$ cat config.mk
export PLATFORM = sky130hd
export DESIGN_NAME = comp_shift_add_tree
export DESIGN_NICKNAME = d
export VERILOG_FILES = /design/src/rtl/csat_pkg.sv /design/src/rtl/csat_cells.sv /design/src/rtl/csat_csa.sv /design/src/rtl/csat_popcount.sv /design/src/rtl/csat_cpa.sv /design/src/rtl/csat_core.sv /design/src/rtl/comp_shift_add_tree.sv
export SDC_FILE = /design/constraint.sdc
export NUM_CORES = 1
export LEC_CHECK = 0
export BUFFER_PORTS_ARGS = -buffer_cell sky130_fd_sc_hd__clkbuf_2
export CORE_MARGIN = 3
export CORE_UTILIZATION = 52
export DETAILED_ROUTE_END_ITERATION = 12
export GPL_TIMING_DRIVEN = 0
export PLACE_DENSITY_LB_ADDON = 0.05
export SLEW_MARGIN = 20
export SYNTH_ARGS = -nofsm -noshare
export SYNTH_HDL_FRONTEND = slang
export SYNTH_HIERARCHICAL = 1
export SYNTH_SLANG_ARGS = --single-unit
$ cat constraint.sdc
create_clock -name clk -period 8.15 [get_ports clk]
set_input_delay 1.63 -clock clk [delete_from_list [all_inputs] [get_ports clk]]
set_output_delay 1.63 -clock clk [all_outputs]
set_load 0.05 [all_outputs]
$ cat src/rtl/csat_pkg.sv
package csat_pkg;

  // Rows left after one layer of 3:2 compression.
  function automatic int rows_after(input int n);
    return 2 * (n / 3) + (n % 3);
  endfunction

  // Rows present at a given layer of the tree.
  function automatic int rows_at(input int n0, input int lvl);
    int n;
    n = n0;
    for (int i = 0; i < lvl; i++) n = rows_after(n);
    return n;
  endfunction

  // Number of 3:2 layers needed to reach two rows.
  function automatic int tree_levels(input int n0);
    int n;
    int l;
    n = n0;
    l = 0;
    for (int i = 0; i < 64; i++) begin
      if (n > 2) begin
        n = rows_after(n);
        l++;
      end
    end
    return l;
  endfunction

  // Rounded bias: the largest value of the truncated columns below the
  // top truncated column, in units of the main-part LSB.
  function automatic int comp_bias(input int tw);
    longint lmax;
    lmax = 0;
    for (int k = 0; k < tw - 1; k++) lmax += longint'(k + 1) << k;
    return int'((lmax + (longint'(1) << (tw - 1))) >> tw);
  endfunction

endpackage

$ cat src/rtl/csat_cells.sv
module csat_fa (
  input  logic a,
  input  logic b,
  input  logic c,
  output logic s,
  output logic co
);
  assign s  = a ^ b ^ c;
  assign co = (a & b) | (a & c) | (b & c);
endmodule

module csat_ha (
  input  logic a,
  input  logic b,
  output logic s,
  output logic co
);
  assign s  = a ^ b;
  assign co = a & b;
endmodule

$ cat src/rtl/csat_csa.sv
module csat_csa #(
  parameter int W = 13
) (
  input  logic [W-1:0] x,
  input  logic [W-1:0] y,
  input  logic [W-1:0] z,
  output logic [W-1:0] sum,
  output logic [W-1:0] carry
);
  logic [W-1:0] co;

  for (genvar i = 0; i < W; i++) begin : g_bit
    csat_fa u_fa (.a(x[i]), .b(y[i]), .c(z[i]), .s(sum[i]), .co(co[i]));
  end

  // Modular: the carry out of the top column is dropped.
  assign carry = {co[W-2:0], 1'b0};
endmodule

$ cat src/rtl/csat_popcount.sv
module csat_popcount #(
  parameter int N  = 5,
  parameter int CW = 4
) (
  input  logic [N-1:0]  bits,
  output logic [CW-1:0] count
);
  logic [CW-1:0] acc [0:N];

  assign acc[0] = '0;
  for (genvar i = 0; i < N; i++) begin : g_inc
    assign acc[i+1] = acc[i] + CW'(bits[i]);
  end
  assign count = acc[N];
endmodule

$ cat src/rtl/csat_cpa.sv
module csat_cpa #(
  parameter int W = 13
) (
  input  logic [W-1:0] a,
  input  logic [W-1:0] b,
  output logic [W-1:0] s
);
  logic [W-1:0] cy;

  csat_ha u_lsb (.a(a[0]), .b(b[0]), .s(s[0]), .co(cy[0]));
  for (genvar i = 1; i < W; i++) begin : g_rip
    csat_fa u_fa (.a(a[i]), .b(b[i]), .c(cy[i-1]), .s(s[i]), .co(cy[i]));
  end
endmodule

$ cat src/rtl/csat_core.sv
module csat_core
  import csat_pkg::*;
#(
  parameter int P  = 12,
  parameter int Q  = 6,
  parameter int TW = Q - 1,
  localparam int OW = P + Q - TW
) (
  input  logic [Q*P-1:0] words,
  input  logic           comp_en,
  output logic [OW-1:0]  sum
);
  localparam int W      = P + Q;
  localparam int R      = Q + 2;
  localparam int NLV    = tree_levels(R);
  localparam int NEG_SH = Q - 1 - TW;
  localparam int CW     = $clog2(Q) + 1;
  localparam int BIAS   = comp_bias(TW);
  localparam logic [OW-1:0] ONE_ROW = OW'(1) << NEG_SH;

  logic [OW-1:0] lvl [0:NLV][0:R-1];
  logic [Q-2:0]  tp_col;
  logic [CW-1:0] tp_cnt;
  logic [CW:0]   tp_biased;
  logic [OW-1:0] comp_row;

  // Addend rows: word 0 enters inverted (the +1 follows as its own row).
  for (genvar j = 0; j < Q; j++) begin : g_row
    localparam int SH = Q - 1 - j;
    logic [P-1:0] wd;
    logic [W-1:0] ext;
    if (j == 0) begin : g_neg
      assign wd = ~words[j*P +: P];
    end else begin : g_pos
      assign wd = words[j*P +: P];
    end
    assign ext        = {{(W-P){wd[P-1]}}, wd} << SH;
    assign lvl[0][j]  = ext[W-1:TW];
    if (j > 0) begin : g_tp
      assign tp_col[j-1] = ext[TW-1];
    end
  end

  // Compensation taken from the highest truncated column only.
  csat_popcount #(.N(Q-1), .CW(CW)) u_cnt (.bits(tp_col), .count(tp_cnt));
  assign tp_biased = (CW+1)'(tp_cnt) + (CW+1)'(BIAS);
  assign comp_row  = OW'(tp_biased >> 1);

  assign lvl[0][Q]   = ONE_ROW;
  assign lvl[0][Q+1] = comp_en ? comp_row : '0;

  // Carry-save reduction, one generate layer per 3:2 stage.
  for (genvar l = 0; l < NLV; l++) begin : g_lvl
    localparam int N = rows_at(R, l);
    localparam int G = N / 3;
    localparam int M = N % 3;
    for (genvar g = 0; g < G; g++) begin : g_csa
      logic [OW-1:0] s_row;
      logic [OW-1:0] c_row;
      csat_csa #(.W(OW)) u_csa (
        .x(lvl[l][3*g]), .y(lvl[l][3*g+1]), .z(lvl[l][3*g+2]),
        .sum(s_row), .carry(c_row)
      );
      assign lvl[l+1][2*g]   = s_row;
      assign lvl[l+1][2*g+1] = c_row;
    end
    for (genvar m = 0; m < M; m++) begin : g_pass
      assign lvl[l+1][2*G+m] = lvl[l][3*G+m];
    end
    for (genvar k = 2*G + M; k < R; k++) begin : g_zero
      assign lvl[l+1][k] = '0;
    end
  end

  csat_cpa #(.W(OW)) u_cpa (.a(lvl[NLV][0]), .b(lvl[NLV][1]), .s(sum));
endmodule

$ cat src/rtl/comp_shift_add_tree.sv
module comp_shift_add_tree #(
  parameter int P       = 12,
  parameter int Q       = 6,
  parameter int TW      = Q - 1,
  parameter bit IN_REG  = 1'b1,
  parameter bit OUT_REG = 1'b1,
  localparam int OW = P + Q - TW
) (
  input  logic           clk,
  input  logic           rst,
  input  logic           in_valid,
  input  logic           comp_en,
  input  logic [Q*P-1:0] in_words,
  output logic           out_valid,
  output logic [OW-1:0]  out_sum
);
  logic           v_s;
  logic           ce_s;
  logic [Q*P-1:0] w_s;
  logic [OW-1:0]  sum_c;

  if (IN_REG) begin : g_in_reg
    always_ff @(posedge clk) begin
      if (rst) begin
        v_s  <= 1'b0;
        ce_s <= 1'b0;
        w_s  <= '0;
      end else begin
        v_s <= in_valid;
        if (in_valid) begin
          ce_s <= comp_en;
          w_s  <= in_words;
        end
      end
    end
  end else begin : g_in_wire
    assign v_s  = in_valid;
    assign ce_s = comp_en;
    assign w_s  = in_words;
  end

  csat_core #(.P(P), .Q(Q), .TW(TW)) u_core (
    .words(w_s), .comp_en(ce_s), .sum(sum_c)
  );

  if (OUT_REG) begin : g_out_reg
    always_ff @(posedge clk) begin
      if (rst) begin
        out_valid <= 1'b0;
        out_sum   <= '0;
      end else begin
        out_valid <= v_s;
        if (v_s) out_sum <= sum_c;
      end
    end
  end else begin : g_out_wire
    assign out_valid = v_s;
    assign out_sum   = sum_c;
  end
endmodule

Word-level counts from Yosys, hierarchy flattened
Cells that the tools add are included.

operators by class
  bitwise gates (word level) = 478
  muxes and demuxes = 1
  add/sub/neg operators = 5

operator list
  kind                   count
  $and A1 B1 Y1          193
  $xor A1 B1 Y1          140
  $or A1 B1 Y1           126
  $not A12 Y12           1
  $xor A1 B1 Y1 const B  9
  $and A1 B1 Y1 const B  8
  $add A4 B2 Y5 const B  1
  $add A3 B1 Y4          1
  $add A4 B1 Y4          1
  $mux W4                1
  $add A2 B1 Y3          1
  $add A1 B1 Y2          1
  $not A1 Y1             1

word-level totals
  output and inout bits = 14
  flip-flop bits (word level) = 88
  logic and storage cells = 489
  input port bits = 76

Depth between registers and ports, before layout
Gate-level depths: netlist of the first run.

  word-level depth = 41
  mapped depth = 24
  mapped depth without buffers = 24

Modules after synthesis
The synthesis of the first run kept the hierarchy.

by module, submodules not included
  module               area each (sq um)  instances  sequential area each (sq um)  cells each
  comp_shift_add_tree  3,150.5            1          1,761.7                       282
  csat_fa              20.0               90         0.0                           1
  csat_csa             101.3              6          0.0                           14
  csat_core            102.6              1          0.0                           20
  csat_popcount        82.6               1          0.0                           10
  csat_ha              12.5               1          0.0                           1

Least setup slack after synthesis of the first run
OpenSTA, ideal clock, no wires.

  path kind = reg-to-reg
  from = register w_s[12]
  to = register out_sum[12]
  arrival time = 7,981 ps
  buffers on the path = 0
  setup slack = 52 ps
  clock period less this slack = 8,098 ps
  stages on the path, launching flop included = 25
  setup time = 117 ps
  required time = 8,033 ps
  path through = dfxtp_1 inv_1 fa_1 inv_1 fa_1 ha_1 ha_1 xor2_1 and2_1 fa_1 fa_1 fa_1 fa_1 fa_1 fa_1 fa_1 fa_1 fa_1 fa_1 fa_1 fa_1 fa_1 fa_1 mux2i_1 nor2_1

RTL lines
  item                    line                       source
  start, declared         comp_shift_add_tree.sv:19  logic [Q*P-1:0] w_s;
  start signal, assigned  comp_shift_add_tree.sv:32  w_s <= in_words;
  end signal, assigned    comp_shift_add_tree.sv:53  if (v_s) out_sum <= sum_c;
  end, declared           comp_shift_add_tree.sv:15  output logic [OW-1:0] out_sum

==> results of run 1 <==
## metrics by stage
step / setup TNS, ns / instance area (um^2)
CTS: 0 / 6274
global placement: -0.3153 / 6047
global route: 0 / 6281
detailed placement: -0.3704 / 6047
finish: 0 / 6281
floorplan: 0 / 5495
## cells in the final DEF (no fill, tap or decap), drive strengths merged
cell type / count
xor2: 1
inv: 19
clkinvlp: 1
dfxtp: 78
clkinv: 2
buf: 93
and2: 2
and4: 1
fa: 92
nor2b: 3
nor2: 76
clkbuf: 93
mux2i: 76
ha: 3
conb: 29
bufinv: 1
## critical path, delay by kind of cell, from the launching register on
family | cells | cell delay, ns
adders and majority gates | 18 | 6.84
DFF | 1 | 0.33
and+or+nand+nor | 2 | 0.21
xor gates and xnor gates | 1 | 0.15
muxes | 1 | 0.15
buffers and inverters | 2 | 0.12
## area by class of cell
cell class                      instances  area share
Inverter                               17     0.01016
Tap cell                              133     0.02649
Buffer                                 99      0.1251
Clock buffer                           10     0.02032
Multi-Input combinational cell        283      0.4970
Sequential cell                        78      0.2486
Timing Repair Buffer                   77     0.06135
Clock inverter                          6     0.01096
## timing repair
item / in CTS / in global routing
setup buffers: 0 / 0
hold buffers: 0 / 0
setup endpoints to repair: 1 / 1
resized for setup: 8 / 3
pin swaps: 3 / 1
## per-layer routing
metal	routed length, um	track usage	vias to the layer above	part of all wire
met5	0	0	-	0
met4	81	0.03517	0	0.0085
met3	423	0.04299	8	0.044
met2	4416	0.2944	66	0.46
met1	4613	0.2554	1508	0.48
li1	-	-	1519	-
## power groups by stage
stage               combinational (W)  clock (W)  sequential, W
floorplan                    0.000629          0       0.000499
global placement             0.000846          0       0.000449
detailed placement           0.000863          0       0.000451
CTS                          0.000885   0.000304       0.000442
global route                  0.00103   0.000318       0.000447
finish                       0.000871   0.000291       0.000441
## state kept, by name (all words and copies together), names as in the netlist
register,flops
ce_s,1
out_sum,13
out_valid,1
v_s,1
w_s,62
## worst max-delay path by stage
stage / to / from / slack [ns]
3_3_place_gp: out_sum[12] / w_s[12] / -0.32
5_1_grt: out_sum[12] / w_s[12] / 0.02
3_5_place_dp: out_sum[12] / w_s[12] / -0.37
6_report: out_sum[12] / w_s[12] / 0.24
2_1_floorplan: out_sum[12] / w_s[12] / 0.05
4_1_cts: out_sum[12] / w_s[12] / 0.04
==> out/metrics.yaml, run 1 <==
min_path:
  min_to: "out_sum[9]"
  whs_path_depth: 2
  min_from: "out_sum[9]"
  hp-class: "reg -> reg"
timing:
  final.setup.worst_slack_ns: 0.2374
  skew_ns: 0.006782
  timing.hold.ws_ns: 0.4983
  drv_slew: 0
  period_needed_ns: 7.913
  fmax_ghz: 0.1264
  post-route-period-util: 0.9709
  setup_violations: 0
  rsz0062_at_grt: "false"
  hold_viol_final: 0
cts:
  clkSinkCount: 78
  root_buffer: "clkbuf_8"
  htree_levels: 3
  path_clk_slew_ns: 0.08
  cts_buffer_depth: 2
  cts_made_buffers: 9
  insertion_delay_ns: 0.34
  cts_tree: "done"
worst_setup_path:
  crit_chain: "inv_1 > fa_1 > inv_1 > fa_2 > ha_4 > ha_1 > xor2_1 > and2_1 > fa_1 > fa_1 > fa_1 > fa_1 > fa_2 > fa_2 > fa_2 > fa_2 > fa_2 > fa_2 > fa_2 > fa_2 > fa_2 > fa_1 > mux2i_1 > nor2_1"
  critPathRequiredTime_ns: 8.38
  rrSetupSlack_ns: 0.24
  regToRegStartpoint: "w_s[12]"
  critPathMaxFanout: 3
  crit_path_start_kind: "flop"
  critPathArrivalTime_ns: 8.14
  criticalPathCategory: "reg -> reg"
  slowest_delay_ns: 0.55
  crit_slowest_cell: "fa_1"
  cp-end-kind: "flop"
  cpMostUsedCell: "fa_2"
  reg2regPathDepth: 24
  r2r-end: "out_sum[12]"
power_and_ir_drop:
  p_clk_frac: 0.181
  power_density_nw_per_um2: 255.3
  combPwrFrac: 0.543
  p_seq_frac: 0.275
  p_int_w: 0.001010
  cellLeakagePower_nw: 3.070
  p_switching_w: 0.0005939
  finalPower_w: 0.001604
  swShare: 0.3703
  ir_worst_vdd_mv: 0.1236
placement:
  pre_cts_ws_ns: -0.3704
  portBuffers: 77
  dp_hpwl_um: 8288
  post-place-cells: 687
  gp_routability_congestion: 0.8066
route:
  drt-total-wl_um: 9536
  final_antenna_net_count: 0
  drc_errors: 0
  drtIter0Drc: 75
  vias_per_cell: 4.411
  wire_per_inst_um: 13.56
  route.vias.total: 3101
  first_pass_iters: 4
grt:
  grt_pass1_wl_um: 16360
  grt_use_total: 0.1824
  grt_max_degree: 15
  first_global_vias: 3463
  grt_overflow: 0
  antenna_found_initial: 0
layout:
  fillCellCount: 831
  finalNonFillerCells: 703
  ff_latch_area_um2: 1562
  antenna_cells: 0
  multi_input_comb_area_um2: 3122
  area_growth_pct: 15.88
  drive_gt1_frac: 0.3456
  post-route-util: 0.6310
  nets: 736
floorplan:
  chipHeight_um: 108.1
  coreArea_um2: 9955
  ios: 90
  start_util: 0.5445
  num_rows: 36
  die_x_um: 108.1
  die-area_um2: 11680
logic_synthesis:
  netlist_area_um2: 5420
  syn_avg_cell_area_um2: 11.86
  syn_inst: 457
  synth_warnings: 6
status:
  status: "finished, final reports clean"
flow_run:
  cap_violations: 0
No activity file was read; power rests on OpenSTA's default activity.
==> run 2: changes to the inputs <==
CORE_UTILIZATION = 35   (was 52)
==> out/metrics.yaml, run 2 (synthesized netlist as in run 1, its figures left out) <==
timing:
  setup_violations: 0
  rsz0062_at_grt: "false"
  skew_ns: 0.006407
  drv_slew: 0
  fmax_ghz: 0.1262
  period_needed_ns: 7.921
  post-route-period-util: 0.9719
  hold_viol_final: 0
  setup_tns_ns: 0
power_and_ir_drop:
  cellLeakagePower_nw: 3.132
  power_density_nw_per_um2: 272.0
  finalPower_w: 0.001761
  ir_worst_vdd_mv: 0.1331
worst_setup_path:
  critPathArrivalTime_ns: 8.15
  worst_setup_path_endpoint: "out_sum[12]"
  regToRegStartpoint: "w_s[12]"
  slowest_delay_ns: 0.52
  crit_start: "w_s[12]"
  cpMostUsedCell: "fa_2"
  cp-end-kind: "flop"
  critPathRequiredTime_ns: 8.38
  crit_path_start_kind: "flop"
  crit_slowest_cell: "fa_1"
  crit_chain: "inv_1 > fa_1 > inv_1 > fa_2 > ha_4 > ha_1 > xor2_1 > and2_1 > fa_1 > fa_1 > fa_1 > fa_2 > fa_2 > fa_2 > fa_2 > fa_2 > fa_2 > fa_2 > fa_2 > fa_2 > fa_2 > fa_1 > mux2i_1 > nor2_1"
  critPathMaxFanout: 3
  rrSetupSlack_ns: 0.23
  r2r-end: "out_sum[12]"
  reg2regPathDepth: 24
  criticalPathCategory: "reg -> reg"
floorplan:
  die-area_um2: 17020
  chipHeight_um: 130.4
  start_util: 0.3646
  num_rows: 44
  coreArea_um2: 14860
  ios: 90
  die_x_um: 130.4
placement:
  dpl-instance-area_um2: 6111
  dp_hpwl_um: 9103
  portBuffers: 77
  post-place-cells: 738
  gp_routability_congestion: 0.7815
route:
  first_pass_iters: 4
  route.vias.total: 2994
  drc_errors: 0
  wire_per_inst_um: 14.03
  vias_per_cell: 3.971
  drt-total-wl_um: 10580
  drtIter0Drc: 52
  final_antenna_net_count: 0
min_path:
  hp-class: "reg -> reg"
cts:
  insertion_delay_ns: 0.34
  cts_buffer_depth: 2
  htree_levels: 3
  root_buffer: "clkbuf_16"
  cts_made_buffers: 9
  clkSinkCount: 78
  path_clk_slew_ns: 0.07
  cts_tree: "done"
layout:
  fillCellCount: 1426
  finalNonFillerCells: 754
  fin_area_um2: 6472
  largest_register: "w_s"
  antenna_cells: 0
  drive_gt1_frac: 0.3491
  post-route-util: 0.4354
  final_cell_mix: "81 x fa_1, 80 x buf_4, 78 x dfxtp_1"
  layout_commonest_cell: "fa_1"
  area_growth_pct: 19.41
  reg_top3: "w_s (62), out_sum (13)"
  nets: 736
  largest_reg_flops: 62
grt:
  grt_overflow: 0
  first_global_vias: 3362
  grt_max_degree: 15
  grt_pass1_wl_um: 17510
  grt_use_total: 0.1382
  antenna_found_initial: 0
flow_run:
  cap_violations: 0
status:
  status: "finished, final reports clean"
[run 2: per-stage QoR]
step / setup WS (ns) / hold WS [ns]
2_1_floorplan: 0.05183 / 0.4604
3_3_place_gp: -0.3616 / 0.4734
3_5_place_dp: -0.4246 / 0.4805
4_1_cts: 0.03126 / 0.4988
5_1_grt: 0.006107 / 0.5127
6_report: 0.2288 / 0.4920
[run 2: area by class of cell]
cell class	count	area, um^2	share of cell area
well taps	184	230.2	0.03557
inverters	17	63.81	0.009859
clock buffers	9	225.2	0.03480
repair buffers	77	385.4	0.05954
clock inverters	7	96.34	0.01488
plain buffers	99	785.8	0.1214
flip-flops and latches	78	1562	0.2413
multi-input cells	283	3124	0.4827
[run 2: power breakdown]
part	internal (W)	total, W	switching [W]
logic	0.000450	0.000879	0.000428
clock network	0.000269	0.000440	0.000170
registers	0.000418	0.000442	0.0000243
total	0.00114	0.00176	0.000623
[run 2: what timing repair did]
item | 4_1_cts | 5_1_grt
pin swaps | 2 | 2
gates resized for setup | 9 | 3
hold buffers | 0 | 0
setup endpoints to repair | 1 | 1
setup buffers | 0 | 0
cloned | 0 | 0
[run 2: worst min-delay path by stage]
stage,startpoint,endpoint,slack [ns],depth (start not counted)
floorplan,w_s[0],w_s[0],0.46,2
global placement,out_sum[4],out_sum[4],0.47,2
detailed placement,out_sum[1],out_sum[1],0.48,2
CTS,out_sum[1],out_sum[1],0.50,2
global route,out_sum[2],out_sum[2],0.51,2
finish,out_sum[1],out_sum[1],0.49,2
[run 2: per-layer routing]
layer / track usage / routed length, um / up-vias
li1: - / - / 1522
met1: 0.1949 / 5254 / 1397
met2: 0.2079 / 4604 / 65
met3: 0.04309 / 600 / 10
met4: 0.03630 / 115 / 0
met5: 0 / 0 / -
[run 2: worst max-delay path, delay by kind of cell, from the launching register on]
kind,cells,cell delay [ns]
simple gates,2,0.21
mux,1,0.16
buf+inv,2,0.11
flops,1,0.33
fa+ha+maj,18,6.82
xor+xnor,1,0.16
